**src/rtl/smi_pkg.sv**
```systemverilog
package smi_pkg;
  localparam int unsigned STAT_W = 16;
  localparam int unsigned EN_W   = 3;
  localparam int unsigned B_NMI  = 12;
  localparam int unsigned B_SIO  = 11;
  localparam int unsigned B_EXT  = 10;
  localparam int unsigned B_TMR  = 9;
  localparam int unsigned B_SW   = 8;
  localparam int unsigned B_A20  = 7;
  localparam int unsigned B_VTMR = 6;
  localparam int unsigned B_VRTR = 5;
  localparam int unsigned B_LPC  = 3;
  localparam int unsigned B_ACPI = 2;
  localparam int unsigned N_COR  = 6;

  typedef enum logic [1:0] {
    L2_EXT  = 2'd0,
    L2_TMR  = 2'd1,
    L2_LPC  = 2'd2,
    L2_ACPI = 2'd3
  } l2_sel_e;

  typedef struct packed {
    logic vrtr;
    logic vtmr;
    logic a20;
  } smi_en_t;
endpackage

```
**src/rtl/smi_cor_bank.sv**
```systemverilog
module smi_cor_bank #(
  parameter int unsigned N = 6
) (
  input  logic         clk,
  input  logic         rst_n,
  input  logic [N-1:0] set_i,
  input  logic         rd_i,
  output logic [N-1:0] stat_o
);
  logic [N-1:0] stat_q;

  always_ff @(posedge clk or negedge rst_n) begin
    if (!rst_n) stat_q <= '0;
    else        stat_q <= (rd_i ? '0 : stat_q) | set_i;
  end

  assign stat_o = stat_q;


  cor_evt_kept_chk: assert property (@(posedge clk) disable iff (!rst_n)
    (set_i != '0) |=> ((stat_q & $past(set_i)) == $past(set_i)));


  cor_rd_clear_chk: assert property (@(posedge clk) disable iff (!rst_n)
    (rd_i && set_i == '0) |=> (stat_q == '0));
endmodule

```
**src/rtl/smi_fall_det.sv**
```systemverilog
module smi_fall_det #(
  parameter int unsigned W      = 8,
  parameter int unsigned STAGES = 2
) (
  input  logic         clk,
  input  logic         rst_n,
  input  logic [W-1:0] pin_n_i,
  output logic [W-1:0] fall_o
);
  logic [W-1:0] sync_q [STAGES];
  logic [W-1:0] prev_q;

  genvar s;
  generate
    for (s = 0; s < STAGES; s++) begin : g_sync
      if (s == 0) begin : g_first
        always_ff @(posedge clk or negedge rst_n) begin
          if (!rst_n) sync_q[0] <= '1;
          else        sync_q[0] <= pin_n_i;
        end
      end else begin : g_next
        always_ff @(posedge clk or negedge rst_n) begin
          if (!rst_n) sync_q[s] <= '1;
          else        sync_q[s] <= sync_q[s-1];
        end
      end
    end
  endgenerate

  always_ff @(posedge clk or negedge rst_n) begin
    if (!rst_n) prev_q <= '1;
    else        prev_q <= sync_q[STAGES-1];
  end

  assign fall_o = prev_q & ~sync_q[STAGES-1];


  fall_single_chk: assert property (@(posedge clk) disable iff (!rst_n)
    ((fall_o & $past(fall_o)) == '0));
endmodule

```
**src/rtl/smi_w1c_reg.sv**
```systemverilog
module smi_w1c_reg #(
  parameter int unsigned W = 8
) (
  input  logic         clk,
  input  logic         rst_n,
  input  logic [W-1:0] evt_i,
  input  logic [W-1:0] clr_i,
  output logic [W-1:0] stat_o,
  output logic         any_o
);
  logic [W-1:0] stat_q;
  logic         any_q;

  always_ff @(posedge clk or negedge rst_n) begin
    if (!rst_n) begin
      stat_q <= '0;
      any_q  <= 1'b0;
    end else begin
      stat_q <= (stat_q & ~clr_i) | evt_i;
      any_q  <= |stat_q;
    end
  end

  assign stat_o = stat_q;
  assign any_o  = any_q;


  w1c_evt_wins_chk: assert property (@(posedge clk) disable iff (!rst_n)
    (evt_i != '0) |=> ((stat_q & $past(evt_i)) == $past(evt_i)));


  w1c_clear_chk: assert property (@(posedge clk) disable iff (!rst_n)
    ((clr_i & ~evt_i) != '0) |=> ((stat_q & $past(clr_i & ~evt_i)) == '0));


  w1c_summary_chk: assert property (@(posedge clk) disable iff (!rst_n)
    (stat_q == '0) |=> !any_q);
endmodule

```
**src/rtl/smi_status_hub.sv**
```systemverilog
module smi_status_hub
  import smi_pkg::*;
#(
  parameter int unsigned EXT_W  = 8,
  parameter int unsigned TRAP_W = 8,
  parameter int unsigned LPC_W  = 2,
  parameter int unsigned ACPI_W = 8,
  parameter int unsigned SYNC_N = 2
) (
  input  logic                 clk,
  input  logic                 rst_n,
  input  logic                 nmi_evt,
  input  logic                 sio_irq_evt,
  input  logic                 sw_evt,
  input  logic                 a20_evt,
  input  logic                 vtmr_evt,
  input  logic                 vrtr_evt,
  input  logic [EXT_W-1:0]     ext_smi_n,
  input  logic [TRAP_W-1:0]    trap_evt,
  input  logic [LPC_W-1:0]     lpc_evt,
  input  logic [ACPI_W-1:0]    acpi_evt,
  input  logic                 cfg_wr,
  input  logic [EN_W-1:0]      cfg_wdata,
  input  logic                 stat_rd,
  output logic [STAT_W-1:0]    stat_rdata,
  input  logic [1:0]           l2_sel,
  input  logic                 l2_wr,
  input  logic [STAT_W-1:0]    l2_wdata,
  output logic [STAT_W-1:0]    l2_rdata,
  output logic                 smi_req
);
  smi_en_t           en_q;
  logic [N_COR-1:0]  cor_set, cor_stat;
  logic [EXT_W-1:0]  ext_fall, ext_clr, ext_stat;
  logic [TRAP_W-1:0] trap_clr, trap_stat;
  logic [LPC_W-1:0]  lpc_clr, lpc_stat;
  logic [ACPI_W-1:0] acpi_clr, acpi_stat;
  logic              ext_any, trap_any, lpc_any, acpi_any;
  logic [STAT_W-1:0] stat_word;
  logic              req_q;
  l2_sel_e           sel;

  assign sel = l2_sel_e'(l2_sel);

  always_ff @(posedge clk or negedge rst_n) begin
    if (!rst_n)      en_q <= '0;
    else if (cfg_wr) en_q <= smi_en_t'(cfg_wdata);
  end

  assign cor_set = {nmi_evt, sio_irq_evt, sw_evt,
                    a20_evt & en_q.a20, vtmr_evt & en_q.vtmr, vrtr_evt & en_q.vrtr};

  smi_cor_bank #(.N(N_COR)) u_cor (
    .clk(clk), .rst_n(rst_n), .set_i(cor_set), .rd_i(stat_rd), .stat_o(cor_stat)
  );

  smi_fall_det #(.W(EXT_W), .STAGES(SYNC_N)) u_fall (
    .clk(clk), .rst_n(rst_n), .pin_n_i(ext_smi_n), .fall_o(ext_fall)
  );

  assign ext_clr  = (l2_wr && sel == L2_EXT)  ? l2_wdata[EXT_W-1:0]  : '0;
  assign trap_clr = (l2_wr && sel == L2_TMR)  ? l2_wdata[TRAP_W-1:0] : '0;
  assign lpc_clr  = (l2_wr && sel == L2_LPC)  ? l2_wdata[LPC_W-1:0]  : '0;
  assign acpi_clr = (l2_wr && sel == L2_ACPI) ? l2_wdata[ACPI_W-1:0] : '0;

  smi_w1c_reg #(.W(EXT_W)) u_ext (
    .clk(clk), .rst_n(rst_n), .evt_i(ext_fall), .clr_i(ext_clr),
    .stat_o(ext_stat), .any_o(ext_any)
  );
  smi_w1c_reg #(.W(TRAP_W)) u_trap (
    .clk(clk), .rst_n(rst_n), .evt_i(trap_evt), .clr_i(trap_clr),
    .stat_o(trap_stat), .any_o(trap_any)
  );
  smi_w1c_reg #(.W(LPC_W)) u_lpc (
    .clk(clk), .rst_n(rst_n), .evt_i(lpc_evt), .clr_i(lpc_clr),
    .stat_o(lpc_stat), .any_o(lpc_any)
  );
  smi_w1c_reg #(.W(ACPI_W)) u_acpi (
    .clk(clk), .rst_n(rst_n), .evt_i(acpi_evt), .clr_i(acpi_clr),
    .stat_o(acpi_stat), .any_o(acpi_any)
  );

  always_comb begin
    stat_word         = '0;
    stat_word[B_NMI]  = cor_stat[5];
    stat_word[B_SIO]  = cor_stat[4];
    stat_word[B_SW]   = cor_stat[3];
    stat_word[B_A20]  = cor_stat[2];
    stat_word[B_VTMR] = cor_stat[1];
    stat_word[B_VRTR] = cor_stat[0];
    stat_word[B_EXT]  = ext_any;
    stat_word[B_TMR]  = trap_any;
    stat_word[B_LPC]  = lpc_any;
    stat_word[B_ACPI] = acpi_any;
  end

  always_comb begin
    l2_rdata = '0;
    case (sel)
      L2_EXT:  l2_rdata[EXT_W-1:0]  = ext_stat;
      L2_TMR:  l2_rdata[TRAP_W-1:0] = trap_stat;
      L2_LPC:  l2_rdata[LPC_W-1:0]  = lpc_stat;
      default: l2_rdata[ACPI_W-1:0] = acpi_stat;
    endcase
  end

  always_ff @(posedge clk or negedge rst_n) begin
    if (!rst_n) req_q <= 1'b0;
    else        req_q <= |stat_word;
  end

  assign stat_rdata = stat_word;
  assign smi_req    = req_q;


  req_follows_chk: assert property (@(posedge clk) disable iff (!rst_n)
    (stat_rdata == '0) |=> !smi_req);


  summary_survives_rd_chk: assert property (@(posedge clk) disable iff (!rst_n)
    (stat_rd && ext_stat != '0) |=> stat_rdata[B_EXT]);


  a20_gated_chk: assert property (@(posedge clk) disable iff (!rst_n)
    (!en_q.a20 && (stat_rd || !stat_rdata[B_A20])) |=> !stat_rdata[B_A20]);
endmodule

```
**config.mk**
```make
export PLATFORM = sky130hd
export DESIGN_NAME = smi_status_hub
export DESIGN_NICKNAME = d
export VERILOG_FILES = /design/src/rtl/smi_pkg.sv /design/src/rtl/smi_cor_bank.sv /design/src/rtl/smi_fall_det.sv /design/src/rtl/smi_w1c_reg.sv /design/src/rtl/smi_status_hub.sv
export SDC_FILE = /design/constraint.sdc
export NUM_CORES = 1
export LEC_CHECK = 0
export BUFFER_PORTS_ARGS = -buffer_cell sky130_fd_sc_hd__buf_2
export CORE_ASPECT_RATIO = 0.7
export CORE_MARGIN = 2
export CORE_UTILIZATION = 53
export CTS_CLUSTER_DIAMETER = 50
export DETAILED_ROUTE_END_ITERATION = 10
export PLACE_DENSITY = 0.95
export SLEW_MARGIN = 30
export SYNTH_ARGS = -nofsm -noshare
export SYNTH_HDL_FRONTEND = slang
export SYNTH_SLANG_ARGS = --single-unit
```
**constraint.sdc**
```tcl
create_clock -name clk -period 1.9 [get_ports clk]
set_input_delay 0.19 -clock clk [delete_from_list [all_inputs] [get_ports clk]]
set_output_delay 0.19 -clock clk [all_outputs]
set_load 0.02 [all_outputs]
```
==> results by group <==
Global routing
  • Congestion Overflow GR: 0
  • Largest net degree at the start of global routing: 65
  • Vias in the first global route: 1,780
  • First-pass GRT wire length: 8.25 mm
  • Number of antenna violations at the first check in global routing: 0
  • Tot GR Track Use: 20.3%

Timing
  • Fin. max-slew vios: 0
  • Final setup viols: 0
  • Clock skew: approximately 0.007 ns
  • Count of final hold-check violations: 0
  • RSZ-0062 raised after global routing: no
  • Fmax: approximately 620 MHz
  • Period minus WS final: approximately 1.6 ns
  • Final worst path period share: a little over four fifths
  • Setup TNS: 0 ns
  • Hold slack: around 0.028 ns

Worst hold path
  • Worst hold path class: in2reg
  • WHS Path Cells: 2

Logic synthesis
  • Top post-synthesis cells by area: dfrtp_1 (39%), dfstp_2 (25%), buf_4 (5.3%), mux2_1 (4.0%), a21o_1 (3.8%)
  • Synth Area in Compound Gates: 12.0%
  • Synthesized-area fraction occupied by adder cells: 0%
  • Post-synth cell types: 24
  • Mux contribution to synthesized area: around 5.7%
  • Post-synthesis sequential area ratio: between 60% and 70%
  • Synth warnings: 0
  • Post-synthesis simple-gate area fraction: a little under a tenth
  • Synth Area in XOR/XNOR: 0%
  • Post-Syn Instances: 199
  • FF+latch count, synth: 64
  • Yosys top cell area share: slightly below 40%
  • Mapped Area: ~2600 sq um
  • Largest family of logic cells by synthesized area: compound AO/OA/AOI/OAI gates
  • Synthesized area per cell: between 10 and 15 sq um
  • Yosys top cell by area: dfrtp_1

Setup path
  • Crit start category: flip-flop
  • Req. time, crit path: 1.71 ns
  • Cells on worst reg2reg path: 2
  • Critical Path Fanout Max: 3
  • CP endpoint kind: output pin
  • Critical path class: reg2out
  • R2r setup slk: between 0.8 and 0.9 ns
  • Worst Path Arrival: about 1.4 ns

Floorplanning
  • Die footprint: 5420 sq um
  • Starting density of the core: between 50% and 60%
  • I/O pin count: between 90 and 100
  • Row count: 21
  • Core ar.: ~4700 sq um
  • Die X: roughly 87 um
  • Die span in y: 62.2 um

Placement
  • Final HPWL DP: ~3.7 mm
  • Routability cong.: slightly below 0.8
  • Placed cell count: roughly 320
  • Port Buffer Count: a little under 70

Clock tree
  • Sink Count: 64
  • CTS Hold Buffers Added: 9
  • Num CTS Buffers: 9
  • Clk_lat worst skew: between 0.3 and 0.4 ns
  • H-tree levels: 3
  • Root buf cell: clkbuf_8
  • Clock Path Buffers: 2
  • CTS tree: yes
  • Post-CTS setup buffer count: 0
  • Resized Gates After CTS: 0
  • CTS clk-pin slew, worst paths: about 0.070 ns

Pwr
  • Worst VDD drop: roughly 580 uV
  • Pwr Density: approximately 950 nW/um^2
  • Leakage: about 0.0014 uW

Detailed routing
  • Drt via density: around 5.3
  • Drt first pass iters: 4
  • Drt total wl: 5.15 mm
  • DRT antenna net count: 0
  • DR vias: roughly 1,800
  • Wire length per cell: about 15 um
  • DRC: 0
  • Drt first-iter violations: 151

Job
  • Max Cap Viol: 0

Finish
  • Fin util: roughly two thirds
  • Share of layout cells above drive strength 1: 39.9%
  • Fin cells: 340
  • Area Overhead vs Synth: 24.9%
  • Nets: 336
  • N_diodes: 0

Outcome
  • Outcome: finished clean
flip-flops by register name (all words and copies together), names as in the netlist:
signal and count:
u_acpi.stat_o 8, u_trap.stat_o 8, u_trap.any_o 1, smi_req 1, u_fall.sync_q 16, u_cor.stat_o 6
u_lpc.any_o 1, en_q 3, u_lpc.stat_o 2, u_ext.any_o 1, u_ext.stat_o 8, u_acpi.any_o 1
u_fall.prev_q 8
Yosys cell counts:
library cell  count
nor4_1            8
a21o_1           13
mux2_1            9
nand4b_1          2
a221o_1           8
or3b_1            1
conb_1            1
mux4_2            2
nand3_1           1
dfrtp_1          40
a31oi_1           8
buf_4            18
a22o_1            9
buf_2             5
nor2_1           10
or2_1             1
inv_2             1
dfstp_2          24
clkbuf_1          2
inv_1            16
nand4_1           8
nor2b_1           8
nand2_1           3
and3b_1           1
metrics by stage:
step	area (sq um)	setup slack [ns]	power, uW
5_1_grt	3200	0.233	3190
3_3_place_gp	2890	0.431	1790
3_5_place_dp	2890	0.430	1800
4_1_cts	3200	0.270	3090
2_1_floorplan	2610	0.741	1680
6_report	3200	0.287	3060
cell usage in the layout (no fill, tap or decap), drive strengths merged, types with 3 or more instances in the layout:
master / synthesis / layout
a22o: 9 / 9
dfstp: 24 / 24
dfrtp: 40 / 40
conb: 1 / 14
dlygate4sd3: 0 / 9
nor2: 10 / 10
nor2b: 8 / 8
a31oi: 8 / 8
a21o: 13 / 13
inv: 17 / 18
nand2: 3 / 3
nor4: 8 / 8
mux2: 9 / 9
clkbuf: 2 / 10
buf: 23 / 71
nand4: 8 / 8
a221o: 8 / 8
worst max-delay path, cell delays in order, from the launching register on:
cell and delay (ns):
dfrtp_1 0.43, mux2_1 0.30, a22o_1 0.20, buf_2 0.16
cell families after synthesis:
logic type             after synthesis
multiplexers                        11
AND/OR/NAND/NOR                     43
flip-flops                          64
other                                1
buffers and inverters               42
AO/OA/AOI/OAI                       38
where the power goes:
part / switching [uW] / internal [uW] / total (uW)
clock network: 522 / 745 / 1270
registers: 43.0 / 1450 / 1490
logic: 170 / 127 / 297
total: 736 / 2320 / 3060
per-layer routing:
| layer | GRT usage [%] | routed length (um) | share of wire (%) | vias to the layer above |
|---|---|---|---|---|
| met5 | 0 | 0 | 0 | - |
| met4 | 5.96 | 42 | 0.82 | 0 |
| met3 | 8.51 | 434 | 8.4 | 6 |
| met2 | 31.0 | 2430 | 47 | 84 |
| met1 | 26.7 | 2250 | 44 | 887 |
| li1 | - | - | - | 831 |
final timing paths:
| check | startpoint | to |
|---|---|---|
| setup / recovery | u_trap.stat_o[5] | l2_rdata[5] |
| hold / removal | sio_irq_evt | u_cor.stat_o[4] |
| setup reg to reg | u_ext.stat_o[2] | u_ext.any_o |
| hold reg to reg | u_fall.sync_q[10] | u_fall.sync_q[2] |
| max in group asynchronous | rst_n | u_fall.prev_q[4] |
| min in group asynchronous | rst_n | u_ext.stat_o[0] |
cell type report:
class	instances	area, sq um
tap	57	71.3
fill	363	1530
inverter	17	63.8
clock inverter	6	92.6
multi-input combinational	106	751
sequential	64	1630
clock buffer	10	128
timing repair buffer	80	465
(Power assumes the default switching activity.)
